--- config.mk ---
export PLATFORM = sky130hd
export DESIGN_NAME = rt_seconds
export DESIGN_NICKNAME = d
export VERILOG_FILES = /design/src/rtl/rt_seconds.sv
export SDC_FILE = /design/constraint.sdc
export NUM_CORES = 1
export LEC_CHECK = 0
export CORE_AREA = 2 2 118 120
export CTS_CLUSTER_DIAMETER = 150
export CTS_CLUSTER_SIZE = 25
export DETAILED_ROUTE_END_ITERATION = 8
export DIE_AREA = 0 0 120 122
export PLACE_DENSITY = 0.58
export SYNTH_ARGS = -nofsm -noshare
export SYNTH_HDL_FRONTEND = slang
export SYNTH_SLANG_ARGS = --single-unit
--- constraint.sdc ---
create_clock -name clk -period 2.5 [get_ports clk]
set_input_delay 0.75 -clock clk [delete_from_list [all_inputs] [get_ports clk]]
set_output_delay 0.75 -clock clk [all_outputs]
set_load 0.02 [all_outputs]
--- src/rtl/rt_seconds.sv ---
module rt_seconds #(
  parameter int DIV_W = 6,
  parameter int BUS_W = 16,
  parameter int AW    = 2
) (
  input  logic             clk,
  input  logic             rst_n,
  input  logic             tick,
  input  logic             rd_en,
  input  logic             wr_en,
  input  logic [AW-1:0]    addr,
  input  logic [BUS_W-1:0] wdata,
  output logic [BUS_W-1:0] rdata,
  output logic             tick_irq
);
  localparam int SEC_W  = 2 * BUS_W;
  localparam int FLAG_W = BUS_W - DIV_W;
  localparam logic [AW-1:0] A_STAT = AW'(0);
  localparam logic [AW-1:0] A_LO   = AW'(1);
  localparam logic [AW-1:0] A_HI   = AW'(2);

  logic [DIV_W-1:0]  div_q;
  logic [SEC_W-1:0]  sec_q;
  logic [FLAG_W-1:0] flag_q;
  logic [BUS_W-1:0]  stage_q;
  logic [BUS_W-1:0]  shadow_q;

  wire wr_stat  = wr_en && (addr == A_STAT);
  wire wr_stage = wr_en && (addr == A_LO);
  wire load     = wr_en && (addr == A_HI);
  wire rd_lo    = rd_en && (addr == A_LO);
  wire div_full = &div_q;

  always_ff @(posedge clk or negedge rst_n) begin
    if (!rst_n) begin
      div_q <= '0;
      sec_q <= '0;
    end else if (load) begin
      div_q <= '0;
      sec_q <= {wdata, stage_q};
    end else if (tick) begin
      div_q <= div_q + 1'b1;
      if (div_full) sec_q <= sec_q + 1'b1;
    end
  end

  always_ff @(posedge clk or negedge rst_n) begin
    if (!rst_n) begin
      flag_q   <= '0;
      stage_q  <= '0;
      shadow_q <= '0;
      tick_irq <= 1'b0;
    end else begin
      tick_irq <= tick;
      if (wr_stat)  flag_q   <= wdata[BUS_W-1:DIV_W];
      if (wr_stage) stage_q  <= wdata;
      if (rd_lo)    shadow_q <= sec_q[SEC_W-1:BUS_W];
    end
  end

  always_ff @(posedge clk or negedge rst_n) begin
    if (!rst_n) rdata <= '0;
    else if (rd_en) begin
      case (addr)
        A_STAT:  rdata <= {flag_q, div_q};
        A_LO:    rdata <= sec_q[BUS_W-1:0];
        A_HI:    rdata <= shadow_q;
        default: rdata <= '0;
      endcase
    end
  end


  a_r2_step: assert property (@(posedge clk) disable iff (!rst_n)
    (tick && !load && !div_full) |=> (div_q == $past(div_q) + 1'b1) && $stable(sec_q));

  a_r3_carry: assert property (@(posedge clk) disable iff (!rst_n)
    (tick && !load && div_full) |=> (div_q == '0) && (sec_q == SEC_W'($past(sec_q) + 1'b1)));
  a_r4_flags_hold: assert property (@(posedge clk) disable iff (!rst_n)
    !wr_stat |=> $stable(flag_q));
  a_r7_irq_high: assert property (@(posedge clk) disable iff (!rst_n)
    tick |=> tick_irq);
  a_r7_irq_low: assert property (@(posedge clk) disable iff (!rst_n)
    !tick |=> !tick_irq);
  a_r8_load: assert property (@(posedge clk) disable iff (!rst_n)
    load |=> (div_q == '0) && (sec_q[SEC_W-1:BUS_W] == $past(wdata)));
  a_r5_hold: assert property (@(posedge clk) disable iff (!rst_n)
    !rd_en |=> $stable(rdata));
endmodule

---- Word-level counts from Yosys, hierarchy flattened ----
Index checks and enable logic that the tools add are counted.
word-level totals
  flip-flop bits (word level) ............. 97
  bits of input ports ..................... 23
  output and inout bits ................... 17
  word-level logic and storage cells ...... 26
cells by class
  $add $sub $neg .......................... 2
  equality and inequality tests ........... 2
  multiplexer cells ....................... 6
  reductions and logical operators ........ 9
operators by type and width
  kind                   number
  $mux 32                3
  $pmux 16 s3            1
  $add 32x1->32 const B  1
  $mux 6                 2
  $add 6x1->6 const B    1
  $reduce_and 6->1       1
  $logic_and 1x1->1      4
  $reduce_bool 2->1      2
  $eq 2x1->1 const B     1
  $eq 2x2->1 const B     1
  $logic_not 2->1        1
  $reduce_and 2->1       1

---- Longest topological paths before layout ----
  word-level depth ........................ 4
  gate-level depth with buffers ........... 6
  gate-level depth less buffers ........... 6

---- Worst setup path after synthesis ----
No wires, ideal clock.
  kind .................................... input-to-reg
  start point ............................. in tick
  end point ............................... reg sec_q[27]
  setup time .............................. 0.082 ns
  arrival ................................. 2.153 ns
  required time ........................... 2.418 ns
  setup slack ............................. 0.265 ns
  stages on the path ...................... 6
  path buffers ............................ 1
  cells stage by stage .................... buf_2 -> nand3_4 -> nor4_4 -> nand4_4 -> or4_1 -> a31oi_1
between the ends
  cells in the longest elaborated chain, start to end .. 2
ends and longest elaborated chain
  element                             RTL line  text
  start, declared                     8         input logic tick,
  $reduce_bool 2->1 (no source line)  -
  $reduce_and 2->1 (no source line)   -
  end signal, assigned                40        sec_q <= {wdata, stage_q};
  end signal, assigned                43        if (div_full) sec_q <= sec_q + 1'b1;
  end, declared                       23        logic [SEC_W-1:0] sec_q;
Every way passes these cells.
A chain may end at the register's enable or synchronous reset.

---- Final worst setup path ----
Same ends and word-level chain as after synthesis.

==> flow_metrics.py <==
metrics = {
    "floorplanning": {
        "initial_core_util_pct": 34.3,
        "core_mm2": 0.0135,
        "die_y_um": 122,
        "ios": 40,
        "fp.dieArea_mm2": 0.0146,
        "die_w_um": 120,
        "rows": 43,
    },
    "routing": {
        "viasPerCell": 5.01,
        "drt_iter0_drc": 167,
        "drc": 0,
        "drt-total-wl_um": 10700,
        "drt_pass1_iterations": 5,
        "wl_per_cell_um": 15.8,
        "dr_total_vias": 3386,
        "antenna_left": 0,
    },
    "power_and_ir_drop": {
        "p_sw_share_pct": 29.9,
        "ir_worst_vdd_v": 0.000314,
        "clockPowerShare_pct": 31.8,
        "p_int_mw": 3.10,
        "p_comb_share_pct": 18.8,
        "power_density_mw_per_mm2": 770,
        "pwr-share-seq_pct": 49.3,
        "power.leakage_nw": 2.32,
        "power.switching_mw": 1.32,
    },
    "hold_path": {
        "hold_path.class": "primary input to asynchronous set/reset pin",
    },
    "final_layout": {
        "n_antenna_cell": 0,
        "final_area_mm2": 0.00574,
        "layout-drive-gt1-share_pct": 19.6,
        "nets": 516,
        "area_growth_pct": 23.9,
    },
    "synthesis": {
        "synthArstFlopShare_pct": 100,
        "postSynthAreaPerCell_um2": 10.7,
        "synthSimpleGateAreaFrac_pct": 17.2,
        "syn_area_mm2": 0.00463,
        "synth_edf_count": 0,
        "synth_fa_ha_area_share_pct": 0.541,
        "synth_most_common_cell": "dfrtp_1",
        "synth_compound_area_share_pct": 8.49,
        "syn_nets": 458,
        "ys_warn_count": 0,
        "synth_top_cell_by_area": "dfrtp_1",
        "yosysSeqAreaShare_pct": 52.4,
        "synthTopCellsByCount": "97 x dfrtp_1, 46 x nor2_1, 43 x mux2_2",
        "synth_cell_type_count": 35,
        "synth_flop_cell": "dfrtp_1",
        "synth_cells": 433,
        "netlist_top_cells_area": "dfrtp_1 52%, mux2_2 10%, mux2i_1 4.1%, a21oi_1 3.9%, nor2_1 3.7%",
        "synth_top_family_by_area": "simple AND/OR/NAND/NOR gates",
        "muxShareOfSynthArea_pct": 14.6,
        "synth_xor_area_share_pct": 4.92,
        "ys_ff_latch": 97,
        "synth_top_area_share_pct": 52.4,
    },
    "job": {
        "max_cap_viol_count": 0,
    },
    "sta": {
        "rsz0062_at_grt": "false",
        "period_share_pct": 91.6,
        "fmax_mhz": 437,
        "worst_pin_slew_ns": 1.02,
        "slew_headroom_pct": 31.8,
        "skew_ns": 0.00425,
        "setup_slack_ns": 0.209,
        "drv_slew": 0,
        "post-route-min-period_ns": 2.29,
        "hold_slack_ns": 0.351,
        "setup_violations": 0,
        "hold_violations": 0,
    },
    "place": {
        "place_hpwl_um": 7830,
        "placed_area_mm2": 0.00543,
        "place_congestion": 0.876,
        "pre_cts_slack_ns": -0.150,
        "io_buffers": 39,
    },
    "critical_path": {
        "critPathMaxFanout": 7,
        "start_kind": "primary input",
        "worstPathRequired_ns": 2.76,
        "worstSetupPathType": "primary input to flip-flop",
        "cp-end-kind": "flip-flop",
        "crit_arrival_ns": 2.55,
    },
    "global_routing": {
        "grt_pass1_vias": 3345,
        "antenna_found_initial": 0,
        "grt_overflow": 0,
        "grt_pass1_wl_um": 17900,
        "grt_usage_pct": 15.7,
        "grt_max_degree": 48,
    },
    "cts": {
        "postCtsResizedCells": 0,
        "cts_setup_buffers": 0,
        "cts_tree": "done",
        "cts_made_buffers": 9,
        "cts_sinks": 97,
        "clockBufferDepth": 2,
        "ctsHoldBuffers": 0,
        "clk_pin_slew_ns": 0.07,
        "cts_root_buf": "clkbuf_16",
        "h-tree-depth": 3,
        "worstSkewPairLatency_ns": 0.34,
    },
    "status": {
        "status": "complete, no violations",
    },
}
## flip-flops by register name, indices dropped and copies added (netlist names)
register / flops
div_q: 6
flag_q: 10
rdata: 16
sec_q: 32
shadow_q: 16
stage_q: 16
tick_irq: 1
## routing by layer
layer | part of all wire, % | global-route usage [%] | vias to the layer above
li1 | - | - | 1671
met1 | 50 | 23.1 | 1618
met2 | 44 | 23.0 | 81
met3 | 4.0 | 1.78 | 16
met4 | 2.5 | 7.28 | 0
met5 | 0 | 0 | -
## stage by stage
stage | setup TNS, ns | instances | total power [mW] | utilization (%)
after floorplan | 0 | 433 | 2.66 | -
after global placement | -1.29 | 660 | 3.01 | 40.2
after detailed placement | -2.03 | 660 | 3.05 | 40.2
after CTS | 0 | 676 | 4.46 | 42.5
after global routing | 0 | 676 | 4.65 | 42.5
final | 0 | 676 | 4.41 | 42.5
## critical path, stage by stage
cell,delay [ns]
clkdlybuf4s50_1,0.53
nand3_4,0.14
nor4_4,0.37
nand4_4,0.17
or4_1,0.42
a31oi_1,0.18
## kinds of logic (layout without fill, tap and decap cells)
group,after synthesis,in the layout
XOR/XNOR,26,26
AND/OR/NAND/NOR,150,150
flip-flops,97,97
multiplexers,62,62
buffers and inverters,22,85
AO/OA/AOI/OAI,74,74
adder cells (fa/ha/maj),2,2
## placed cells by master (no fill, tap or decap), types with 9 or more instances in the layout
cell	netlist	final
dfrtp_1	97	97
nor2_1	46	46
mux2_2	43	43
nand2_1	40	40
clkdlybuf4s50_1	0	38
a21oi_1	36	36
o21ai_0	28	28
buf_4	0	27
xor2_1	19	19
mux2i_1	19	19
nand3_1	14	14
nand4_1	12	12
clkbuf_16	0	9
## path summary, 6_finish.rpt
kind                             from  slack [ns]  cells past startpoint   endpoint
setup / recovery                 tick        0.21                      6  sec_q[27]
hold / removal                  rst_n        0.35                      1   sec_q[2]
setup reg to reg             div_q[0]        0.45                      6  sec_q[27]
hold reg to reg            stage_q[6]        0.47                      2   sec_q[6]
max in group asynchronous       rst_n        1.53                      2  sec_q[25]
min in group clk           stage_q[6]        0.47                      2   sec_q[6]
## power by group through the flow
stage,Sequential (mW),Clock [mW],Combinational [mW]
after floorplan,2.17,0,0.492
after global placement,2.19,0,0.820
after detailed placement,2.21,0,0.840
after CTS,2.18,1.44,0.843
after global routing,2.23,1.50,0.927
final,2.18,1.40,0.831
## cell type report
| type | count | area (µm²) |
|---|---|---|
| fillers | 1301 | 7770 |
| repair buffers | 69 | 663 |
| multi-input cells | 314 | 2110 |
| clock inverters | 7 | 80.1 |
| flip-flops and latches | 97 | 2430 |
| clock buffers | 9 | 225 |
| well taps | 180 | 225 |
Note: power is estimated with default switching activity, not from simulation.
